<file path="src/rtl/blink_pkg.sv">
package blink_pkg;

    localparam int NUM_SETS = 2;
    localparam int ADDR_W   = 3;

    // Word addresses of the register port. Bit 1 picks the set and bit 0
    // picks high/low count, which the register file decodes directly.
    typedef enum logic [ADDR_W-1:0] {
        ADR_A_HI  = 3'd0,
        ADR_A_LO  = 3'd1,
        ADR_B_HI  = 3'd2,
        ADR_B_LO  = 3'd3,
        ADR_PICK  = 3'd4
    } blink_addr_e;

endpackage

</file>
<file path="src/rtl/blink_regs.sv">
module blink_regs
    import blink_pkg::*;
#(
    parameter int DATA_W   = 32,
    parameter int NUM_PINS = 32
) (
    input  logic                               clk,
    input  logic                               rst,
    input  logic                               wr,
    input  logic [ADDR_W-1:0]                  waddr,
    input  logic [DATA_W-1:0]                  wdata,
    input  logic [ADDR_W-1:0]                  raddr,
    output logic [DATA_W-1:0]                  rdata,
    output logic [NUM_SETS-1:0][DATA_W-1:0]    dur_hi,
    output logic [NUM_SETS-1:0][DATA_W-1:0]    dur_lo,
    output logic [NUM_PINS-1:0]                pick
);

    typedef struct packed {
        logic [NUM_SETS-1:0][DATA_W-1:0] hi;
        logic [NUM_SETS-1:0][DATA_W-1:0] lo;
        logic [NUM_PINS-1:0]             pick;
    } regs_t;

    regs_t r_d, r_q;

    always_comb begin
        r_d = r_q;
        if (wr) begin
            if (waddr == ADR_PICK) begin
                r_d.pick = wdata[NUM_PINS-1:0];
            end else if (!waddr[2]) begin
                for (int s = 0; s < NUM_SETS; s++) begin
                    if (waddr[1] == s[0]) begin
                        if (waddr[0]) r_d.lo[s] = wdata;
                        else          r_d.hi[s] = wdata;
                    end
                end
            end
        end
    end

    always_ff @(posedge clk) begin
        if (rst) r_q <= '0;
        else     r_q <= r_d;
    end

    always_comb begin
        rdata = '0;
        if (raddr == ADR_PICK) begin
            rdata = DATA_W'(r_q.pick);
        end else if (!raddr[2]) begin
            rdata = raddr[0] ? r_q.lo[raddr[1]] : r_q.hi[raddr[1]];
        end
    end

    assign dur_hi = r_q.hi;
    assign dur_lo = r_q.lo;
    assign pick   = r_q.pick;

endmodule

</file>
<file path="src/rtl/blink_timer.sv">
module blink_timer #(
    parameter int CNT_W = 32
) (
    input  logic             clk,
    input  logic             rst,
    input  logic [CNT_W-1:0] dur_hi,
    input  logic [CNT_W-1:0] dur_lo,
    output logic             wave
);

    typedef struct packed {
        logic             high;
        logic [CNT_W-1:0] left;   // cycles remaining in phase, minus one
    } tmr_t;

    tmr_t t_d, t_q;

    // Reload value: a zero count behaves as one cycle.
    function automatic logic [CNT_W-1:0] reload(input logic [CNT_W-1:0] n);
        return (n == '0) ? '0 : n - 1'b1;
    endfunction

    always_comb begin
        t_d = t_q;
        if (t_q.left == '0) begin
            t_d.high = !t_q.high;
            t_d.left = reload(t_q.high ? dur_lo : dur_hi);
        end else begin
            t_d.left = t_q.left - 1'b1;
        end
    end

    // Reset enters the high phase; the high count register resets to zero
    // in the same cycle, so its reload value is zero.
    always_ff @(posedge clk) begin
        if (rst) begin
            t_q.high <= 1'b1;
            t_q.left <= '0;
        end else begin
            t_q <= t_d;
        end
    end

    assign wave = t_q.high;

endmodule

</file>
<file path="src/rtl/blink_route.sv">
module blink_route
    import blink_pkg::*;
#(
    parameter int NUM_PINS = 32
) (
    input  logic [NUM_PINS-1:0] pick,
    input  logic [NUM_SETS-1:0] waves,
    output logic [NUM_PINS-1:0] lvl
);

    for (genvar p = 0; p < NUM_PINS; p++) begin : g_pin
        assign lvl[p] = pick[p] ? waves[1] : waves[0];
    end

endmodule

</file>
<file path="src/rtl/blink_pair_gen.sv">
module blink_pair_gen
    import blink_pkg::*;
#(
    parameter int DATA_W   = 32,
    parameter int NUM_PINS = 32
) (
    input  logic                clk,
    input  logic                rst,
    input  logic                reg_wr,
    input  logic [2:0]          reg_waddr,
    input  logic [DATA_W-1:0]   reg_wdata,
    input  logic [2:0]          reg_raddr,
    output logic [DATA_W-1:0]   reg_rdata,
    output logic                wave_a,
    output logic                wave_b,
    output logic [NUM_PINS-1:0] blink_lvl
);

    logic [NUM_SETS-1:0][DATA_W-1:0] dur_hi_w;
    logic [NUM_SETS-1:0][DATA_W-1:0] dur_lo_w;
    logic [NUM_PINS-1:0]             pick_w;
    logic [NUM_SETS-1:0]             wave_w;

    blink_regs #(.DATA_W(DATA_W), .NUM_PINS(NUM_PINS)) i_regs (
        .clk    (clk),
        .rst    (rst),
        .wr     (reg_wr),
        .waddr  (reg_waddr),
        .wdata  (reg_wdata),
        .raddr  (reg_raddr),
        .rdata  (reg_rdata),
        .dur_hi (dur_hi_w),
        .dur_lo (dur_lo_w),
        .pick   (pick_w)
    );

    for (genvar s = 0; s < NUM_SETS; s++) begin : g_set
        blink_timer #(.CNT_W(DATA_W)) i_tmr (
            .clk    (clk),
            .rst    (rst),
            .dur_hi (dur_hi_w[s]),
            .dur_lo (dur_lo_w[s]),
            .wave   (wave_w[s])
        );
    end

    blink_route #(.NUM_PINS(NUM_PINS)) i_route (
        .pick  (pick_w),
        .waves (wave_w),
        .lvl   (blink_lvl)
    );

    assign wave_a = wave_w[0];
    assign wave_b = wave_w[1];

endmodule

</file>
<file path="config.mk">
export PLATFORM = sky130hd
export DESIGN_NAME = blink_pair_gen
export DESIGN_NICKNAME = d
export VERILOG_FILES = /design/src/rtl/blink_pkg.sv /design/src/rtl/blink_regs.sv /design/src/rtl/blink_timer.sv /design/src/rtl/blink_route.sv /design/src/rtl/blink_pair_gen.sv
export SDC_FILE = /design/constraint.sdc
export NUM_CORES = 1
export LEC_CHECK = 0
export BUFFER_PORTS_ARGS = -buffer_cell sky130_fd_sc_hd__buf_2
export CAP_MARGIN = 20
export CORE_MARGIN = 5
export CORE_UTILIZATION = 43
export DETAILED_ROUTE_END_ITERATION = 10
export GPL_TIMING_DRIVEN = 0
export HOLD_SLACK_MARGIN = 0.06
export RECOVER_POWER = 50
export SYNTH_ARGS = -nofsm -noshare
export SYNTH_HDL_FRONTEND = slang
export SYNTH_SLANG_ARGS = --single-unit
</file>
<file path="constraint.sdc">
create_clock -name clk -period 10.4 [get_ports clk]
set_input_delay 2.08 -clock clk [delete_from_list [all_inputs] [get_ports clk]]
set_output_delay 2.08 -clock clk [all_outputs]
set_load 0.02 [all_outputs]
</file>
==> results.ini <==
[outcome]
result_of_the_run=completed

[synthesis]
yosys_warnings=0
synthDistinctLibCells=69
syn-cell-area_um2=13050
synth_area_per_cell_um2=7.682
synth_edf_count=0
seq_area_frac_synth_pct=34.67
postSynthCellCount=1699
postSynthRegisterBits=226
synthFlopType=sky130_fd_sc_hd__dfxtp_1
synthesis.nets=1744
asyncSetResetFlopFracSynth_pct=0

[drt]
initialDrtViolationCount=1234
vias_per_cell=5.783
remaining_drc_errors=0
post_drt_wl_per_cell_um=20.49
ant_nets=0
dr_total_vias=12955
detail_route.wirelength_um=45910
drt_pass1_iterations=5

[power_and_ir_drop]
p_comb_share_pct=51.0
p_clk_share_pct=22.4
vdd_ir_drop_max_mv=0.1063
power.switching_fraction_pct=42.14
leakagePower_nw=5.852
cellInternalPower_mw=2.365
cellPowerDensity_nw_per_um2=274.1
power.net_switching_mw=1.722
sequentialPowerShare_pct=26.6
total_power_mw=4.087

[timing]
slew-limit-headroom_pct=36.25
finalSetupTns_ns=0
timing.final.ws_setup_ns=3.994
fmaxAchievable_mhz=156.1
setup_repair_after_global_routing_missed_its_margin=no
final-setup-viol-count=0
finalWorstPathRequiredPeriod_ns=6.406
timing.clock.skew_ns=0.01941
hold_viol_final=0
tightest_slew_ns=0.9562
final_min_period_over_clock_period_pct=61.60
maxSlewViolCount=0
fin_hold_ws_ns=0.4787

[die]
chipWidth_um=184.2
initial_utilization_pct=43.80
coreArea_um2=29800
die-height_um=184.2
floorplan.die_area_um2=33940
row_count=63
boundaryPins=107

[placed_design]
routabilityCongestion=0.9599
numPlacedInstances=2194
place.detailed.hpwl_um=35780
placement.setup.worst_slack_ns=4.255
portBuffers=104

[clocking]
ctsResizeCount=0
clock_tree.buffer_depth=3
cts_tree=yes
cts.hold.buffers_added=0
cts_inserted_buffers=27
clk_root_buffer_cell=sky130_fd_sc_hd__clkbuf_16
worst_setup_hold_path_clk_slew_ns=0.06
htree_num_levels=1
worst_skew_pair.late_latency_ns=0.54
post_cts_buffers=0
clock-sinks=226

[setup_path]
launch_instance_of_the_worst_register_to_register_path=g_set[1].i_tmr.wave
crit-reg2reg-capture=g_set[1].i_tmr.t_q[16]
timing.critical_path.from=g_set[1].i_tmr.wave
crit_path_max_fanout=10
ff2ff_setup_slack_ns=4.45
worst-endpoint-arrival_ns=4.33
slowest_delay_ns=0.78
worst_path_most_repeated_cell=sky130_fd_sc_hd__clkbuf_1
timing.critical_path.slowest_stage_cell=sky130_fd_sc_hd__clkbuf_1
reg2reg_depth=15
category_of_the_worst_setup_path_launch_point=register
critical_path_class=register to output port
cp_cell_sequence=buf_6 > buf_6 > clkbuf_1 > clkbuf_1 > clkbuf_1 > clkbuf_1 > mux2_2 > buf_2
critical_path_data_required_time_ns=8.32
timing.critical_path.to=blink_lvl[15]
critical_path.endpoint_type=output port

[global_routing]
grt_max_degree=13
overflow=0
global_route_wire_length_before_repair_um=69810
vias_in_the_first_global_route=12142
grt_use_total_pct=26.09
grt_antenna_before_repair=0

[finish]
layout_stage_area_growth_over_the_synthesis_result_pct=14.25
finish.cell_count_without_fillers=2240
mostFrequentLayoutCells=sky130_fd_sc_hd__nand2_1, sky130_fd_sc_hd__dfxtp_1, sky130_fd_sc_hd__a21oi_1
layout.filler_cells=2993
final_net_count=1878
layout.cells.most_common=sky130_fd_sc_hd__nand2_1
antenna_cells_inserted=0
drive_gt1_share_pct=12.92

[min_path]
holdCritPathClass=register to register
timing.hold.worst.start=i_regs.pick[29]

[flow_run]
maxCapViolCount=0

cell families (layout without fill, tap and decap cells):
kind of cell / after synthesis / count (layout) / share of synthesized area [%]
and+or+nand+nor: 725 / 725 / 25.38
AOI/OAI and AO/OA: 348 / 348 / 15.26
DFF: 226 / 226 / 34.67
muxes: 159 / 159 / 12.56
buffers and inverters: 123 / 274 / 4.103
xor gates and xnor gates: 114 / 114 / 7.650
adders and majority gates: 4 / 4 / 0.3835
synth_stat cells, drive strengths merged (3+ instances only):
cell type | n | area, um2
clkbuf | 87 | 326.6
nand3 | 14 | 75.07
o21ai | 28 | 166.4
xor2 | 55 | 481.7
or3 | 11 | 68.82
nor3b | 21 | 167.7
nor2 | 123 | 461.7
o21a | 3 | 22.52
xnor2 | 59 | 516.8
a22oi | 13 | 97.59
buf | 27 | 175.2
o31ai | 4 | 30.03
nand4 | 7 | 43.79
nor3 | 57 | 290.3
ha | 4 | 50.05
inv | 9 | 33.78
nand2b | 9 | 58.81
nand2 | 399 | 1498
nand3b | 8 | 60.06
a21oi | 225 | 1126
o211ai | 3 | 27.52
nor2b | 3 | 18.77
dfxtp | 226 | 4524
a21o | 4 | 30.03
or3b | 5 | 43.79
mux2 | 38 | 427.9
or4 | 14 | 108.9
or2 | 7 | 43.79
or4b | 3 | 30.03
o22ai | 50 | 319.1
nor4 | 23 | 168.9
a31oi | 3 | 33.78
and3 | 7 | 43.79
nor4b | 3 | 47.54
and2 | 5 | 31.28
mux2i | 121 | 1211
state kept, by name, summed over array words and instances (netlist names):
name,flops
i_regs.dur_hi,64
i_regs.pick,32
i_regs.dur_lo,64
g_set.i_tmr.t_q,64
g_set.i_tmr.wave,2
power by group through the flow:
stage	combinational (mW)	clock, mW	sequential (mW)
after floorplan	1.58	0	1.08
after global placement	2.03	0	1.10
after detailed placement	2.05	0	1.10
final	2.08	0.915	1.09
after global routing	2.28	0.956	1.10
after CTS	2.06	0.926	1.09
layer usage:
metal  GRT usage, %  vias up  wire (um)  share of wire [%]
met2          41.06      530      20010                 44
met5              0        -          0                  0
met4          6.448        0       1153                2.5
li1               -     6177          -                  -
met1          37.76     6177      20740                 45
met3          3.730       71       3997                8.7
layout make-up:
cell class | instances | area [um2] | share of cell area, %
sequential | 226 | 4524 | 30.34
clock buffer | 39 | 800.8 | 5.370
buffer | 114 | 501.7 | 3.365
clock inverter | 7 | 45.04 | 0.3021
timing repair buffer | 105 | 524.3 | 3.516
inverter | 9 | 33.78 | 0.2266
multi-input combinational | 1350 | 7993 | 53.60
tap | 390 | 488.0 | 3.273
critical path: cells and delay by family (launching register included):
family / cells / cell delay, ns
muxes: 1 / 0.33
buffers and inverters: 7 / 2.94
DFF: 1 / 0.50
metrics by stage:
stage                     instance area [um2]  utilization (%)
after detailed placement                14070            47.22
after global placement                  14060            47.19
after global routing                    14910            50.04
after floorplan                         13050                -
final                                   14910            50.04
after CTS                               14920            50.06
how the worst min path moves through the flow:
stage	end	slack, ns	cells after the start
3_5_place_dp	i_regs.pick[29]	0.47	2
5_1_grt	i_regs.pick[29]	0.50	2
2_1_floorplan	i_regs.dur_lo[31]	0.45	2
3_3_place_gp	i_regs.pick[14]	0.46	2
6_report	i_regs.pick[29]	0.48	2
4_1_cts	i_regs.pick[29]	0.48	2
(Power assumes the default switching activity.)
